`src/rtl/async_rx_core.sv`:
```
module async_rx_core #(
  parameter int DEPTH = 16,
  parameter int OSR   = 16
) (
  input  logic                         clk,
  input  logic                         rst_n,
  input  logic                         smp_tick,
  input  logic                         rxd,
  input  logic                         cfg_len8,
  input  logic                         cfg_par_en,
  input  logic                         cfg_par_odd,
  input  logic                         cfg_stop2,
  input  logic                         pop,
  input  logic                         clr_flags,
  output logic [7:0]                   rd_data,
  output logic                         rd_perr,
  output logic                         rd_ferr,
  output logic [$clog2(DEPTH+1)-1:0]   level,
  output logic                         overrun,
  output logic                         break_det
);
  localparam int AW = $clog2(DEPTH);
  localparam int LW = $clog2(DEPTH + 1);
  localparam int CW = $clog2(OSR);
  localparam int FW = $clog2(12 * OSR + 1);

  typedef enum logic [2:0] {S_IDLE, S_START, S_DATA, S_PAR, S_STOP1, S_STOP2, S_LOW} st_t;

  st_t           st;
  logic          rx_s1, rx, rx_last, pbit;
  logic [CW-1:0] phase;
  logic [2:0]    bitn;
  logic [7:0]    shreg;
  logic [FW-1:0] lowcnt;

  logic [9:0]    mem [DEPTH];
  logic [AW-1:0] wptr, rptr;

  wire           at_mid   = phase == CW'(OSR / 2 - 1);
  wire           at_end   = phase == CW'(OSR - 1);
  wire [2:0]     last_bit = cfg_len8 ? 3'd7 : 3'd6;
  wire [7:0]     char_data = cfg_len8 ? shreg : {1'b0, shreg[7:1]};
  wire [FW-1:0]  frame_ticks = FW'((1 + (cfg_len8 ? 8 : 7) + (cfg_par_en ? 1 : 0)
                                    + (cfg_stop2 ? 2 : 1)) * OSR);
  wire           push     = smp_tick && st == S_STOP1 && at_end;
  wire           perr_c   = cfg_par_en && ((^char_data ^ pbit) != cfg_par_odd);
  wire           full     = level == LW'(DEPTH);
  wire           wr_ok    = push && !full;
  wire           rd_ok    = pop && level != '0;

  always_ff @(posedge clk or negedge rst_n) begin
    if (!rst_n) begin
      rx_s1 <= 1'b1;
      rx    <= 1'b1;
    end else begin
      rx_s1 <= rxd;
      rx    <= rx_s1;
    end
  end

  always_ff @(posedge clk or negedge rst_n) begin
    if (!rst_n) begin
      st      <= S_IDLE;
      rx_last <= 1'b1;
      phase   <= '0;
      bitn    <= '0;
      shreg   <= '0;
      pbit    <= 1'b0;
      lowcnt  <= '0;
    end else if (smp_tick) begin
      rx_last <= rx;
      phase   <= phase + 1'b1;
      case (st)
        S_IDLE: begin
          phase <= '0;
          if (rx_last && !rx) st <= S_START;
        end
        S_START: if (at_mid) begin
          phase <= '0;
          bitn  <= '0;
          st    <= rx ? S_IDLE : S_DATA;
        end
        S_DATA: if (at_end) begin
          shreg <= {rx, shreg[7:1]};
          bitn  <= bitn + 1'b1;
          if (bitn == last_bit) st <= cfg_par_en ? S_PAR : S_STOP1;
        end
        S_PAR: if (at_end) begin
          pbit <= rx;
          st   <= S_STOP1;
        end
        S_STOP1: if (at_end) begin
          lowcnt <= '0;
          if (!rx)            st <= S_LOW;
          else if (cfg_stop2) st <= S_STOP2;
          else                st <= S_IDLE;
        end
        S_STOP2: if (at_end) st <= S_IDLE;
        S_LOW: begin
          if (rx) st <= S_IDLE;
          else if (lowcnt != frame_ticks) lowcnt <= lowcnt + 1'b1;
        end
        default: st <= S_IDLE;
      endcase
    end
  end

  always_ff @(posedge clk) begin
    if (wr_ok) mem[wptr] <= {perr_c, !rx, char_data};
  end

  always_ff @(posedge clk or negedge rst_n) begin
    if (!rst_n) begin
      wptr  <= '0;
      rptr  <= '0;
      level <= '0;
    end else begin
      if (wr_ok) wptr <= (wptr == AW'(DEPTH - 1)) ? '0 : wptr + 1'b1;
      if (rd_ok) rptr <= (rptr == AW'(DEPTH - 1)) ? '0 : rptr + 1'b1;
      level <= level + LW'(wr_ok) - LW'(rd_ok);
    end
  end

  always_ff @(posedge clk or negedge rst_n) begin
    if (!rst_n) begin
      overrun   <= 1'b0;
      break_det <= 1'b0;
    end else if (clr_flags) begin
      overrun   <= 1'b0;
      break_det <= 1'b0;
    end else begin
      if (push && full) overrun <= 1'b1;
      if (st == S_LOW && lowcnt == frame_ticks) break_det <= 1'b1;
    end
  end

  assign rd_data = mem[rptr][7:0];
  assign rd_ferr = mem[rptr][8];
  assign rd_perr = mem[rptr][9];

  a_r6_level_bound: assert property (@(posedge clk) disable iff (!rst_n)
    level <= LW'(DEPTH));
  a_r7_overrun_only_when_full: assert property (@(posedge clk) disable iff (!rst_n)
    $rose(overrun) |-> $past(level) == LW'(DEPTH));
  a_r9_overrun_sticky: assert property (@(posedge clk) disable iff (!rst_n)
    overrun && !clr_flags |=> overrun);
  a_r9_break_sticky: assert property (@(posedge clk) disable iff (!rst_n)
    break_det && !clr_flags |=> break_det);
  a_r8_break_from_low: assert property (@(posedge clk) disable iff (!rst_n)
    $rose(break_det) |-> $past(st) == S_LOW);
  a_r10_empty_pop: assert property (@(posedge clk) disable iff (!rst_n)
    level == '0 && !push |=> level == '0);
endmodule

```
`config.mk`:
```
export PLATFORM = sky130hd
export DESIGN_NAME = async_rx_core
export DESIGN_NICKNAME = d
export VERILOG_FILES = /design/src/rtl/async_rx_core.sv
export SDC_FILE = /design/constraint.sdc
export NUM_CORES = 1
export LEC_CHECK = 0
export ABC_AREA = 1
export BUFFER_PORTS_ARGS = -buffer_cell sky130_fd_sc_hd__buf_4
export CORE_ASPECT_RATIO = 1.5
export CORE_UTILIZATION = 30
export DETAILED_ROUTE_END_ITERATION = 12
export GPL_TIMING_DRIVEN = 0
export PLACE_DENSITY = 0.49
export SETUP_SLACK_MARGIN = 0.4
export SYNTH_ARGS = -nofsm -noshare
export SYNTH_HDL_FRONTEND = slang
export SYNTH_SLANG_ARGS = --single-unit
```
`constraint.sdc`:
```
create_clock -name clk -period 3.39 [get_ports clk]
set_input_delay 0.678 -clock clk [delete_from_list [all_inputs] [get_ports clk]]
set_output_delay 0.678 -clock clk [all_outputs]
set_load 0.01 [all_outputs]
```
==> results.yml <==
route:
  routed_wl_mm: 24.4
  drt_iter0_drc: 418
  postRouteAntennaNets: 0
  vias_per_cell: 4.71
  drt-pass1-iter-count: 4
  vias: 6356
  drc: 0
  wl_per_cell_microns: 18.1
global_route:
  grt_pass1_wl_mm: 36.9
  antenna_found_initial: 0
  grt_max_degree: 46
  track_usage_pct: 15.6
  first_global_vias: 6275
  grt_overflow: 0
die:
  core_sq_um: 30300
  initial_core_util_pct: 30.5
  die-area_sq_um: 31500
  die_w_microns: 145
  rows: 78
  die_h_microns: 217
  io_pins: 27
power_and_ir_drop:
  total_power_w: 0.00783
  internal-power_w: 0.00495
  p_per_area_nw_per_um2: 727
  pwr-share-comb_pct: 35.5
  clock_power_share_pct: 27.8
  swShare_pct: 36.8
  p_seq_share_pct: 36.7
  leakage_nw: 4.20
  p_sw_w: 0.00288
  ir_worst_vdd_mv: 0.451
sta:
  grt_setup_unrepaired: "yes"
  finalMaxSlewViolations: 0
  setup_viol: 0
  relSlewSlack_pct: 24.8
  setup_tns_ns: 0
  tightest_slew_ns: 1.12
  final-hold-violation-count: 0
  fin_skew_ns: 0.0121
  max_freq_mhz: 341
  post-route-min-period_ns: 2.93
  period_share_pct: 86.5
run_status:
  status: "completed"
synth:
  synth_seq_area_share_pct: 64.2
  netlist_area_sq_um: 9240
  yosysWarnings: 0
  syn_area_per_cell_sq_um: 10.5
  synth_nets: 911
  syn_inst: 879
  synthTopCellsByArea: "edfxtp_1 52%, dfrtp_1 11%, nand2_1 8.0%, o21ai_0 4.2%, nor2_1 3.7%"
  synth_top_cell_by_area: "edfxtp_1"
  synth_seq_cells: 205
  ys_types: 39
  synth_top_cell_area_share_pct: 52.0
critical_path:
  crit_type: "reg -> out"
  crit_chain: "buf_6, clkbuf_2, o21ai_0, o211ai_1, nand4_1, nand2_1, buf_4"
  crit_required_ns: 2.71
  crit_family: "compound AO/OA/AOI/OAI gates"
  max_stage_delay_ns: 0.41
  critPathBufInv: 3
  cp-start-kind: "flip-flop"
  cp_max_fo: 10
  crit_slowest_cell: "dfrtp_1"
  cp.arrival_ns: 2.25
  cp-end-kind: "output pin"
final_layout:
  areaGrowthSynthToFinish_pct: 16.5
  nets: 969
  final_cells: 1350
  antenna_cells: 0
  layout-drive-gt1-share_pct: 14.1
  layout_commonest_cell: "nand2_1"
  mostFrequentLayoutCells: "191 x nand2_1, 160 x edfxtp_1, 89 x nor2_1"
clock_network:
  clock_path_buffers: 3
  cts.clk_slew.worst_paths_ns: 0.07
  numCtsBuffers: 20
  clkLatencyLatePin_ns: 0.50
  cts-root-buf: "clkbuf_16"
  cts_max_level: 1
  cts.sinks: 205
  tritoncts: "yes"
place:
  portBuffers: 24
  place_inst: 1304
  place_hpwl_mm: 16.9
  gp_congestion: 0.789
run:
  drv_cap: 0
worst_hold_path:
  hold_path_class: "in -> async"
[synthesized netlist by cell type]
| cell | instances |
|---|---|
| nand2_1 | 197 |
| nor2_2 | 5 |
| nor2_4 | 1 |
| o21ai_0 | 77 |
| o22ai_1 | 6 |
| o31ai_1 | 1 |
| nor3_4 | 2 |
| o21bai_1 | 2 |
| clkbuf_2 | 1 |
| nand3_1 | 57 |
| nand2_2 | 6 |
| a22oi_1 | 1 |
| o21ai_2 | 1 |
| dfrtp_1 | 42 |
| xnor2_1 | 5 |
| a22o_1 | 1 |
| clkbuf_1 | 14 |
| a21oi_2 | 1 |
| xor2_1 | 12 |
| edfxtp_1 | 160 |
| a31oi_1 | 4 |
| nor3b_1 | 2 |
| a21oi_1 | 33 |
| nand3b_1 | 1 |
| inv_1 | 69 |
| buf_2 | 11 |
| buf_4 | 4 |
| fa_1 | 2 |
| nor2_1 | 90 |
| nand3_2 | 1 |
| buf_1 | 5 |
| dfstp_2 | 3 |
| o211ai_1 | 14 |
| inv_2 | 4 |
| clkinv_1 | 2 |
| ha_1 | 20 |
| o21ai_1 | 4 |
| nand4_1 | 16 |
| nand2_4 | 2 |
[path summary, 6_finish.rpt]
check                               from         end  slack (ns)  cells past startpoint
worst min-delay path               rst_n    shreg[7]        0.21                      1
max in group asynchronous          rst_n    level[2]        2.77                      1
worst max register to register  phase[0]    level[4]        0.58                     17
worst min register to register     rx_s1          rx        0.36                      0
min in group clk                     rxd       rx_s1        0.29                      1
worst max-delay path             rptr[0]  rd_data[5]        0.46                      7
[cell families (layout without fill, tap and decap cells)]
group	Yosys count	count (layout)	share of synthesized area [%]
simple gates	380	380	17.6
xor+xnor	17	17	1.61
flops	205	205	64.2
buf+inv	110	181	4.79
fa+ha+maj	22	22	3.14
compound gates	145	145	8.60
[worst reg2reg max path, delay by kind of cell (launching register included)]
| kind | cells | cell delay (ns) |
|---|---|---|
| adder cells (fa/ha/maj) | 4 | 1.01 |
| AND/OR/NAND/NOR | 5 | 0.53 |
| flip-flops | 1 | 0.40 |
| buffers and inverters | 5 | 0.35 |
| AO/OA/AOI/OAI | 2 | 0.25 |
| XOR/XNOR | 1 | 0.14 |
[registers in the layout (all words and copies together), names as in the netlist, 3 cells and up]
signal,cells
mem,160
lowcnt,8
shreg,8
level,5
phase,4
rptr,4
wptr,4
bitn,3
st,3
[repair_timing]
item                                    4_1_cts  5_1_grt
endpoints found under the setup margin       27       11
hold buffers                                  0        0
gates resized for setup                      44       17
cloned                                        0        0
pin swaps                                    11        5
setup buffers                                 1       10
[per-layer routing]
layer,vias up,global-route usage (%),wire (microns)
met5,-,0,0
met4,0,6.11,822
met3,41,1.45,643
li1,3125,-,-
met2,118,31.6,13900
met1,3072,16.2,9040
[power by group through the flow]
stage | clock [W] | sequential (W) | combinational, W
3_5_place_dp | 0 | 0.00293 | 0.00263
5_1_grt | 0.00231 | 0.00289 | 0.00308
3_3_place_gp | 0 | 0.00293 | 0.00261
2_1_floorplan | 0 | 0.00292 | 0.00152
6_report | 0.00218 | 0.00288 | 0.00278
4_1_cts | 0.00223 | 0.00288 | 0.00277
[final cells by class]
class | instances | area (sq um)
plain buffers | 35 | 215
clock buffers | 25 | 541
clock inverters | 10 | 86.3
fillers | 3138 | 19500
inverters | 75 | 302
multi-input cells | 564 | 2920
flip-flops and latches | 205 | 5930
well taps | 400 | 500
repair buffers | 36 | 274
[through the flow]
step / area [sq um] / util [%] / hold WS, ns / worst slack [ns]
2_1_floorplan: 9240 / - / 0.345 / 0.501
3_3_place_gp: 9920 / 32.8 / 0.346 / -0.255
3_5_place_dp: 9940 / 32.8 / 0.351 / -0.256
4_1_cts: 10700 / 35.2 / 0.213 / 0.400
5_1_grt: 10800 / 35.6 / 0.253 / 0.375
6_report: 10800 / 35.6 / 0.205 / 0.457
(Power assumes the default switching activity.)
